===== config.mk =====
export PLATFORM = sky130hd
export DESIGN_NAME = operand_ea_decoder
export DESIGN_NICKNAME = d
export VERILOG_FILES = /design/src/rtl/ea_dec_pkg.sv /design/src/rtl/ea_disp_merge.sv /design/src/rtl/ea_addr_wide.sv /design/src/rtl/ea_addr_narrow.sv /design/src/rtl/operand_ea_decoder.sv
export SDC_FILE = /design/constraint.sdc
export NUM_CORES = 1
export LEC_CHECK = 0
export ABC_AREA = 1
export CAP_MARGIN = 20
export CORE_MARGIN = 2
export CORE_UTILIZATION = 30
export CTS_CLUSTER_SIZE = 24
export DETAILED_ROUTE_END_ITERATION = 6
export PLACE_DENSITY_LB_ADDON = 0.1
export SLEW_MARGIN = 40
export SYNTH_ARGS = -nofsm -noshare
export SYNTH_HDL_FRONTEND = slang
export SYNTH_SLANG_ARGS = --single-unit

===== constraint.sdc =====
create_clock -name clk -period 6.2 [get_ports clk]
set_input_delay 1.24 -clock clk [delete_from_list [all_inputs] [get_ports clk]]
set_output_delay 1.24 -clock clk [all_outputs]
set_load 0.02 [all_outputs]

===== src/rtl/ea_dec_pkg.sv =====
package ea_dec_pkg;

   typedef enum logic [1:0] {
      PH_FIRST = 2'd0,
      PH_INDEX = 2'd1,
      PH_DISP  = 2'd2
   } phase_e;

   localparam logic [1:0] MODE_REG = 2'd3;
   localparam logic [2:0] SLOT_ESC = 3'd4;   // escape to index byte (wide)
   localparam logic [2:0] SLOT_DIR = 3'd5;   // direct / frame-pointer slot
   localparam logic [2:0] SLOT_D16 = 3'd6;   // direct slot in narrow mode
   localparam logic [2:0] IDX_NONE = 3'd4;

   function automatic logic wants_index(input logic wide, input logic [1:0] md,
                                        input logic [2:0] sl);
      return wide && (md != MODE_REG) && (sl == SLOT_ESC);
   endfunction

   // displacement byte count decided by the first byte alone
   function automatic logic [2:0] disp_after_first(input logic wide,
                                                   input logic [1:0] md,
                                                   input logic [2:0] sl);
      logic [2:0] n;
      n = 3'd0;
      unique case (md)
         2'd0: if (wide) n = (sl == SLOT_DIR) ? 3'd4 : 3'd0;
               else      n = (sl == SLOT_D16) ? 3'd2 : 3'd0;
         2'd1: n = 3'd1;
         2'd2: n = wide ? 3'd4 : 3'd2;
         default: n = 3'd0;
      endcase
      return n;
   endfunction

   // displacement byte count once the index byte is known
   function automatic logic [2:0] disp_after_index(input logic [1:0] md,
                                                   input logic [2:0] base);
      logic [2:0] n;
      unique case (md)
         2'd0: n = (base == SLOT_DIR) ? 3'd4 : 3'd0;
         2'd1: n = 3'd1;
         default: n = 3'd4;
      endcase
      return n;
   endfunction

endpackage


===== src/rtl/ea_disp_merge.sv =====
module ea_disp_merge #(
   parameter int REG_W = 32
) (
   input  logic [31:0]      disp_q,
   input  logic [7:0]       new_byte,
   input  logic             ins_en,
   input  logic [1:0]       ins_pos,
   input  logic [2:0]       nbytes,
   output logic [REG_W-1:0] disp_ext
);
   localparam int LANES = 4;

   logic [LANES-1:0][7:0] lane;

   for (genvar g = 0; g < LANES; g++) begin : g_lane
      assign lane[g] = (ins_en && (ins_pos == 2'(g))) ? new_byte : disp_q[8*g +: 8];
   end

   always_comb begin
      unique case (nbytes)
         3'd1:    disp_ext = REG_W'($signed(lane[0]));
         3'd2:    disp_ext = REG_W'({lane[1], lane[0]});
         3'd4:    disp_ext = REG_W'(lane);
         default: disp_ext = '0;
      endcase
   end
endmodule


===== src/rtl/ea_addr_wide.sv =====
module ea_addr_wide #(
   parameter int REG_W = 32,
   parameter int NREG  = 8
) (
   input  logic [NREG-1:0][REG_W-1:0] gpr,
   input  logic [1:0]                 md,
   input  logic [2:0]                 slot,
   input  logic [7:0]                 idx_byte,
   input  logic [REG_W-1:0]           disp,
   output logic [REG_W-1:0]           addr
);
   import ea_dec_pkg::*;

   logic [1:0]       scale;
   logic [2:0]       idx_sel, base_sel;
   logic [REG_W-1:0] base_term, idx_term;

   assign scale    = idx_byte[7:6];
   assign idx_sel  = idx_byte[5:3];
   assign base_sel = idx_byte[2:0];

   always_comb begin
      base_term = '0;
      idx_term  = '0;
      if (slot != SLOT_ESC) begin
         if (!(md == 2'd0 && slot == SLOT_DIR)) base_term = gpr[slot];
      end else begin
         if (!(md == 2'd0 && base_sel == SLOT_DIR)) base_term = gpr[base_sel];
         if (idx_sel != IDX_NONE) idx_term = gpr[idx_sel] << scale;
      end
      addr = base_term + idx_term + disp;
   end
endmodule


===== src/rtl/ea_addr_narrow.sv =====
module ea_addr_narrow #(
   parameter int REG_W = 32,
   parameter int NREG  = 8
) (
   input  logic [NREG-1:0][REG_W-1:0] gpr,
   input  logic [1:0]                 md,
   input  logic [2:0]                 slot,
   input  logic [REG_W-1:0]           disp,
   output logic [REG_W-1:0]           addr
);
   localparam int BX = 3, BP = 5, SI = 6, DI = 7;

   logic [15:0] sum;

   always_comb begin
      unique case (slot)
         3'd0: sum = gpr[BX][15:0] + gpr[SI][15:0];
         3'd1: sum = gpr[BX][15:0] + gpr[DI][15:0];
         3'd2: sum = gpr[BP][15:0] + gpr[SI][15:0];
         3'd3: sum = gpr[BP][15:0] + gpr[DI][15:0];
         3'd4: sum = gpr[SI][15:0];
         3'd5: sum = gpr[DI][15:0];
         3'd6: sum = (md == 2'd0) ? 16'h0000 : gpr[BP][15:0];
         default: sum = gpr[BX][15:0];
      endcase
      addr = REG_W'(16'(sum + disp[15:0]));
   end
endmodule


===== src/rtl/operand_ea_decoder.sv =====
module operand_ea_decoder #(
   parameter int REG_W     = 32,
   parameter bit NARROW_EN = 1'b1
) (
   input  logic             clk,
   input  logic             rst_n,
   input  logic             in_valid,
   input  logic [7:0]       in_byte,
   input  logic             wide_mode,
   input  logic [8*REG_W-1:0] gpr_vals,
   output logic             done,
   output logic             is_reg,
   output logic [2:0]       reg_num,
   output logic [2:0]       reg_field,
   output logic [REG_W-1:0] eff_addr,
   output logic [2:0]       spec_len
);
   import ea_dec_pkg::*;

   localparam int NREG = 8;

   if (REG_W != 32) begin : g_bad_width
      $error("operand_ea_decoder: REG_W must be 32");
   end

   logic [NREG-1:0][REG_W-1:0] gpr;
   assign gpr = gpr_vals;

   // ---------------- state
   phase_e      phase_q;
   logic        wide_q;
   logic [7:0]  first_q, index_q;
   logic [31:0] disp_q;
   logic [2:0]  dcnt_q, dneed_q;

   // ---------------- current view (stored bytes merged with incoming byte)
   logic        wide_c, has_idx_c, last_c;
   logic [7:0]  first_c, index_c;
   logic [1:0]  md_c;
   logic [2:0]  slot_c, need_c, ndisp_c;

   assign wide_c  = (phase_q == PH_FIRST) ? wide_mode : wide_q;
   assign first_c = (phase_q == PH_FIRST) ? in_byte   : first_q;
   assign index_c = (phase_q == PH_INDEX) ? in_byte   : index_q;
   assign md_c    = first_c[7:6];
   assign slot_c  = first_c[2:0];
   assign has_idx_c = wants_index(wide_c, md_c, slot_c);

   always_comb begin
      unique case (phase_q)
         PH_FIRST: begin
            need_c = has_idx_c ? 3'd0 : disp_after_first(wide_c, md_c, slot_c);
            last_c = !has_idx_c && (need_c == 3'd0);
         end
         PH_INDEX: begin
            need_c = disp_after_index(md_c, in_byte[2:0]);
            last_c = (need_c == 3'd0);
         end
         default: begin
            need_c = dneed_q;
            last_c = (dcnt_q + 3'd1 == dneed_q);
         end
      endcase
   end

   assign ndisp_c = (phase_q == PH_DISP) ? dneed_q : 3'd0;

   // ---------------- sequencing
   always_ff @(posedge clk or negedge rst_n) begin
      if (!rst_n) begin
         phase_q <= PH_FIRST;
         wide_q  <= 1'b0;
         first_q <= '0;
         index_q <= '0;
         disp_q  <= '0;
         dcnt_q  <= '0;
         dneed_q <= '0;
      end else if (in_valid) begin
         unique case (phase_q)
            PH_FIRST: begin
               first_q <= in_byte;
               wide_q  <= wide_mode;
               dcnt_q  <= '0;
               dneed_q <= need_c;
               if (has_idx_c)       phase_q <= PH_INDEX;
               else if (!last_c)    phase_q <= PH_DISP;
            end
            PH_INDEX: begin
               index_q <= in_byte;
               dcnt_q  <= '0;
               dneed_q <= need_c;
               phase_q <= last_c ? PH_FIRST : PH_DISP;
            end
            default: begin
               disp_q[8*dcnt_q[1:0] +: 8] <= in_byte;
               dcnt_q <= dcnt_q + 3'd1;
               if (last_c) phase_q <= PH_FIRST;
            end
         endcase
      end
   end

   // ---------------- datapath
   logic [REG_W-1:0] disp_ext, addr_w, addr_n;

   ea_disp_merge #(.REG_W(REG_W)) i_disp (
      .disp_q  (disp_q),
      .new_byte(in_byte),
      .ins_en  (phase_q == PH_DISP),
      .ins_pos (dcnt_q[1:0]),
      .nbytes  (ndisp_c),
      .disp_ext(disp_ext)
   );

   ea_addr_wide #(.REG_W(REG_W), .NREG(NREG)) i_wide (
      .gpr     (gpr),
      .md      (md_c),
      .slot    (slot_c),
      .idx_byte(index_c),
      .disp    (disp_ext),
      .addr    (addr_w)
   );

   if (NARROW_EN) begin : g_narrow
      ea_addr_narrow #(.REG_W(REG_W), .NREG(NREG)) i_narrow (
         .gpr (gpr),
         .md  (md_c),
         .slot(slot_c),
         .disp(disp_ext),
         .addr(addr_n)
      );
   end else begin : g_no_narrow
      assign addr_n = '0;
   end

   assign done      = in_valid && last_c;
   assign is_reg    = (md_c == MODE_REG);
   assign reg_num   = slot_c;
   assign reg_field = first_c[5:3];
   assign eff_addr  = is_reg ? '0 : (wide_c ? addr_w : addr_n);
   assign spec_len  = 3'd1 + {2'b00, has_idx_c} + ndisp_c;

   // ---------------- assertions
   assert_reg_len_one_R2: assert property (@(posedge clk) disable iff (!rst_n)
      (done && is_reg) |-> (spec_len == 3'd1));

   assert_len_range_R9: assert property (@(posedge clk) disable iff (!rst_n)
      done |-> (spec_len >= 3'd1 && spec_len <= 3'd6));

   assert_fresh_after_done_R9: assert property (@(posedge clk) disable iff (!rst_n)
      done |=> (phase_q == PH_FIRST));

   assert_stall_holds_R9: assert property (@(posedge clk) disable iff (!rst_n)
      !in_valid |=> (phase_q == $past(phase_q) && dcnt_q == $past(dcnt_q)));

   assert_narrow_upper_zero_R4: assert property (@(posedge clk) disable iff (!rst_n)
      (done && !is_reg && !wide_c) |-> (eff_addr[REG_W-1:16] == '0));

   assert_index_len_R7: assert property (@(posedge clk) disable iff (!rst_n)
      (done && wide_c && md_c != MODE_REG && slot_c == SLOT_ESC) |-> (spec_len >= 3'd2));

   assert_disp_count_bound_R9: assert property (@(posedge clk) disable iff (!rst_n)
      (phase_q == PH_DISP) |-> (dcnt_q < dneed_q));

   assert_mode_held_R11: assert property (@(posedge clk) disable iff (!rst_n)
      (phase_q != PH_FIRST) |=> (wide_q == $past(wide_q)));
endmodule


==> metrics, run 1 <==
achievable clock frequency=154 MHz; Max transition margin=0.440; post-synthesis mux area share=0.00184; Die Ht=237 um; met1 global-route usage=0.482; CTS sink count=57; quantity of I/O buffers inserted on ports=310; maximum fanout count along the critical path=5; Synth Warn #=0; CTS clk-pin slew, worst paths=0.05 ns; cts bufs inserted=9; portion of synthesized cell area occupied by the leading cell type=0.157; hold buffer count at cts=0; flop-to-flop setup slack=3.44 ns; placer congestion estimate=1.03; Worst setup SP type=input pin; maximum number of pins on one net before global-route repair=58; Post-Synthesis Cell Area=0.0164 mm2; destination of the worst hold path=index_q[6]; footprint of the flip-flops and latches=0.00143 mm2; ratio of routed vias to standard cells=5.65; fraction of the mapped netlist area in compound gates=0.364; root buffer cell=clkbuf_16; antenna violations before repair=3; combinational family with the most area after synthesis=compound AO/OA/AOI/OAI gates; RR Endpoint=phase_q[1]; Std-Cell Rows=85; total wirelength of the detailed-routed design=111000 um; share of the clock period used by the worst path after layout=1.05; multi-input combinational cell area=0.0155 mm2; placed inst area=0.0259 mm2; synthesized area per cell=5.66 um2; 1st-iter DRT viols=2495; max-slew violation total from the final report=0; worst-case setup margin in the final layout=-0.279 ns; area added between synthesis and finish=88.6%; maximum level of the CTS H-tree=3; final worst clock skew=0.0122 ns; FFs w/ async S/R, synth=1.00; number of endpoints with negative hold slack in the final report=0; DR DRC count=0; clock tree from TritonCTS=yes; Data arrival, critical path=5.24 ns; path class of the lowest-slack min-delay path=flip-flop to flip-flop; clock insertion delay at the later pin of the skew report=0.33 ns; die width=237 um; total iterations of the first detailed-routing run=6; top post-synthesis cells by area=nand2_1 (16%), o21ai_0 (11%), dfrtp_1 (8.7%); Post-synth EDFFs=0; Fillers=5197; xor and xnor area share after synthesis=0.0107; wire length of the first global-routing pass=160000 um; cell with the biggest individual delay on the critical path=fa_2; die footprint=0.0564 mm2; Final Instance Area=0.0308 mm2; unrepaired setup endpoints after global routing=yes; proportion of synthesized chip area in sequential cells=0.0872; layer carrying the most global-route usage=met2; top cell type by total area after synthesis=nand2_1; half-perimeter wire length after detailed placement=85200 um; total global-route track usage=0.374; hold-critical path depth=2; number of vias in the routed layout=26200; share of post-route cells with drive strength above 1=0.392; Period minus WS final=6.48 ns; crit path kind=input pin to output port; result of the run=finished with violations; top_reg_cell synth=dfrtp_1; Core Footprint=0.0538 mm2; number of unique standard cell types used by synthesis=63; max-cap violations=0; Routed wire per std cell=24.0 um; endpoint class of the critical path=output port; GRT met3 Usage=0.0381; number of nets in the layout=4324; worst slew pin tran=0.838 ns; met2 Use GR=0.622; post-detailed-route count of antenna-violating nets=0; post-synthesis cell count=2890; RR Startpoint=phase_q[1]; Simple-Gate Fraction of Synth Area=0.282; worst r2r path cells=13; Crit path required time=4.96 ns; peak per-stage delay on the critical path=0.44 ns; number of placed I/O pins=311; origin of the worst min-delay path=index_q[6]; adder-cell share of the synthesized area=0.111; total nets after synthesis=3282; vias in the first global route=25400; violations in the final reports=setup timing; Setup violations, final=24; initial standard-cell utilization of the core=0.304; GRT Residual Overflow=0; FF+latch count, synth=57; worst-case clock buffer depth=2
==> cells in the mapped netlist (10+ instances only) <==
| library cell | n |
|---|---|
| a211oi_1 | 22 |
| a21oi_1 | 284 |
| a221oi_1 | 15 |
| a22o_1 | 22 |
| a22oi_1 | 20 |
| a31oi_1 | 22 |
| a32o_1 | 23 |
| buf_1 | 13 |
| buf_2 | 57 |
| buf_4 | 22 |
| clkbuf_1 | 84 |
| dfrtp_1 | 57 |
| fa_1 | 35 |
| ha_1 | 89 |
| inv_1 | 380 |
| inv_2 | 10 |
| nand2_1 | 682 |
| nand3_1 | 194 |
| nand4_1 | 28 |
| nor2_1 | 152 |
| nor3_1 | 12 |
| o211ai_1 | 51 |
| o21a_1 | 11 |
| o21ai_0 | 371 |
| o21ai_1 | 26 |
| o221ai_1 | 27 |
| o22ai_1 | 48 |
| o31ai_1 | 15 |
| or2_2 | 14 |
| xor2_1 | 11 |
==> area by class of cell <==
class,count,area share
clock inverter,3,0.000568
tap,696,0.0282
inverter,394,0.0498
multi-input combinational,2259,0.504
timing repair buffer,1211,0.363
clock buffer,11,0.00819
antenna,1,0.0000811
sequential,57,0.0463
==> per-layer routing <==
metal / part of all wire / up-vias / wire length, um
li1: - / 12000 / -
met1: 0.41 / 12500 / 45900
met2: 0.45 / 1296 / 50300
met3: 0.072 / 324 / 8040
met4: 0.063 / 2 / 7010
met5: 0.000090 / - / 10
==> metrics by stage <==
stage	utilization	setup WS, ns	setup TNS [ns]	cells	hold slack [ns]
CTS	0.545	-0.327	-4.32	4601	0.485
detailed placement	0.481	-1.66	-39.86	4504	0.473
global placement	0.481	-1.63	-39.74	4504	0.465
floorplan	-	-0.0454	-0.134	2890	0.446
finish	0.573	-0.279	-4.42	4632	0.486
global route	0.573	-0.449	-8.54	4632	0.521
==> flip-flops by register name, summed over array words and instances, names as in the netlist <==
register	count
disp_q	32
dcnt_q	3
phase_q	2
first_q	8
dneed_q	3
wide_q	1
index_q	8
==> worst max-delay path: cells and delay by family <==
kind                       cells  cell delay (ns)
AOI/OAI and AO/OA              7             0.94
and+or+nand+nor               15             1.08
adders and majority gates      3             1.06
buffers and inverters         10             0.93
==> cells in the final DEF, fill, tap and decap left out, types with 52 or more instances in the layout <==
master,n
o21ai_2,68
buf_6,75
nand2_1,588
dfrtp_1,56
ha_4,52
buf_12,57
o21ai_1,62
a21oi_2,69
inv_2,63
inv_1,316
nand2_2,75
o21ai_0,260
clkdlybuf4s50_1,257
nand3_1,165
nor2_1,122
buf_4,772
a21oi_1,199
==> worst max-delay path by stage <==
stage / startpoint / endpoint / slack (ns) / depth (start not counted)
detailed placement: in_byte[3] / eff_addr[27] / -1.66 / 26
CTS: in_byte[2] / eff_addr[10] / -0.33 / 33
global placement: in_byte[3] / eff_addr[13] / -1.63 / 27
floorplan: in_byte[1] / eff_addr[14] / -0.05 / 29
global route: in_byte[2] / eff_addr[15] / -0.45 / 35
finish: in_byte[2] / eff_addr[12] / -0.28 / 35
==> logic make-up after synthesis <==
logic type	count (synthesis)
AO/OA/AOI/OAI	1005
XOR/XNOR	20
adder cells (fa/ha/maj)	124
buffers and inverters	574
flip-flops	57
multiplexers	3
AND/OR/NAND/NOR	1107
==> timing repair <==
action	in CTS	in global routing
setup endpoints to repair	31	29
setup buffers	77	39
pin swaps	215	207
gates resized for setup	745	317
cloned	10	5
Power of run 1 is not shown: default switching activity piles up to over one toggle a cycle in this logic, so the estimate is an artifact.
==> run 2, diff against run 1 <==
Settings changed: CORE_MARGIN 2 to 3.
==> run 2 against run 1 <==
The run still ends with setup timing left. Sequential share of layout area is 0.094 points higher. Via count grew 0.38%. Routed wire length down 0.39%.
==> metrics, run 2 (same netlist as run 1, synthesis figures left out) <==
total global-route track usage=0.370 (-0.00387); Max transition margin=0.489 (+0.0490); max-slew violation total from the final report=0 (unchanged); Data arrival, critical path=5.30 ns (+0.06 ns); half-perimeter wire length after detailed placement=86300 um (+1.2%); crit path kind=input pin to output port; total iterations of the first detailed-routing run=6 (unchanged); GRT Residual Overflow=0 (unchanged); CTS clk-pin slew, worst paths=0.06 ns (about the same); peak per-stage delay on the critical path=0.42 ns (-0.02 ns); hold buffer count at cts=0 (unchanged); unrepaired setup endpoints after global routing=yes; number of nets in the layout=4296 (-0.65%); pre-CTS setup slack=-2.03 ns (-0.369 ns); total wirelength of the detailed-routed design=111000 um (-0.39%); number of standard cells in the layout, taps in and fillers out=4598 (-0.73%); worst-case clock buffer depth=2 (unchanged); Setup violations, final=26 (+8.3%); quantity of I/O buffers inserted on ports=310 (unchanged); placed inst area=0.0256 mm2 (-0.85%); area added between synthesis and finish=84.7%; Post-Route Hold Slack=0.482 ns (-0.00406 ns); share of the clock period used by the worst path after layout=1.05 (+0.00927); clock insertion delay at the later pin of the skew report=0.33 ns (about the same); Period minus WS final=6.54 ns (+0.0575 ns); number of placed I/O pins=311 (unchanged); highest-count cells in the layout ignoring fill and taps=buf_4 (755), nand2_1 (597), inv_1 (338), o21ai_0 (261), clkdlybuf4s50_1 (254); root buffer cell=clkbuf_16; cell with the biggest individual delay on the critical path=fa_1; vias in the first global route=25600 (+1.1%); die width=239 um (+0.84%); Regs by FF count=disp_q: 32 flops, first_q: 8 flops, index_q: 8 flops; Top delay family on crit path=buffers and inverters; worst-case setup margin in the final layout=-0.337 ns (-0.0575 ns); violations in the final reports=setup timing; number of flip-flops under the largest register name=32 (unchanged); endpoint class of the critical path=output port; clock tree from TritonCTS=yes; Routed wire per std cell=24.1 um (+0.34%); post-placement cell count=4469 (-0.78%); most common library cell in the layout ignoring fill and taps=buf_4; antenna violations before repair=1 (-2); placer congestion estimate=1.05 (+2.2%); share of post-route cells with drive strength above 1=0.372 (-0.0207); CTS sink count=57 (unchanged); cts bufs inserted=9 (unchanged); max-cap violations=0 (unchanged); result of the run=finished with violations; Core Footprint=0.0533 mm2 (-0.98%); worst slew pin tran=0.764 ns (-0.0732 ns); maximum number of pins on one net before global-route repair=58 (unchanged); path class of the lowest-slack min-delay path=flip-flop to flip-flop; Std-Cell Rows=84 (-1.2%); final worst clock skew=0.00599 ns (-0.00621 ns); die footprint=0.0574 mm2 (+1.7%); achievable clock frequency=153 MHz (-0.88%); wire length of the first global-routing pass=161000 um (+0.76%); maximum level of the CTS H-tree=3 (unchanged); register name with the most flops=disp_q; 1st-iter DRT viols=2640 (+5.8%); number of vias in the routed layout=26300 (+0.38%); Fillers=5226 (+0.56%); ratio of routed vias to standard cells=5.71 (+1.1%); initial standard-cell utilization of the core=0.307 (+0.00301); Final Instance Area=0.0302 mm2 (-2.1%); post-detailed-route count of antenna-violating nets=0 (unchanged); number of endpoints with negative hold slack in the final report=0 (unchanged); Worst setup SP type=input pin; DR DRC count=0 (unchanged); Die Ht=239 um (+0.84%); maximum fanout count along the critical path=11 (+6); Buffers & Inverters on Critical Path=10 (unchanged); Crit path required time=4.96 ns (about the same)
==> run 2: cell count changes in the layout (fill, tap and decap cells not counted), moves of 12 or more <==
cell / change
inv_1: +22
inv_2: -22
buf_12: -17
buf_4: -17
buf_6: +14
ha_4: -14
ha_1: +12
nand2_2: -12
==> run 2: routing by layer <==
| layer | vias up | part of all wire | global-route usage |
|---|---|---|---|
| li1 | 12000 | - | - |
| met1 | 12400 | 0.39 | 0.458 |
| met2 | 1528 | 0.46 | 0.615 |
| met3 | 371 | 0.085 | 0.0576 |
| met4 | 0 | 0.070 | 0.208 |
| met5 | - | 0 | 0 |
==> run 2: worst min-delay path, delay by kind of cell (launching register included) <==
kind	cells	cell delay, ns
flip-flops	1	0.34
AND/OR/NAND/NOR	1	0.05
AO/OA/AOI/OAI	1	0.05
==> run 2: path summary, 6_finish.rpt <==
kind,slack (ns),startpoint,to,cells after the start
max,-0.34,in_byte[0],eff_addr[25],31
min,0.48,disp_q[13],disp_q[13],2
max reg2reg,3.43,phase_q[0],phase_q[1],14
min reg2reg,0.48,disp_q[13],disp_q[13],2
max in group asynchronous,4.84,rst_n,disp_q[1],2
min in group asynchronous,0.98,rst_n,dcnt_q[1],2
==> run 2: final cells by class <==
class | instances | area, um2 | area share
clock inverters | 7 | 125 | 0.00414
well taps | 688 | 861 | 0.0285
flip-flops and latches | 57 | 1430 | 0.0472
multi-input cells | 2260 | 15400 | 0.509
clock buffers | 9 | 225 | 0.00746
repair buffers | 1182 | 10700 | 0.353
inverters | 394 | 1530 | 0.0507
diodes | 1 | 2.50 | 0.0000828
==> run 2: per-stage QoR <==
stage | utilization | TNS, ns
CTS | 0.538 | -6.89
floorplan | - | -0.134
detailed placement | 0.481 | -47.03
global route | 0.567 | -10.39
finish | 0.567 | -6.02
global placement | 0.481 | -48.53
==> run 2: timing repair <==
item | in CTS | in global routing
setup buffers | 77 | 40
pin swaps | 156 | 191
cloned | 10 | 2
gates resized for setup | 645 | 352
setup endpoints to repair | 31 | 30
Power of run 2 is left out for the same reason.
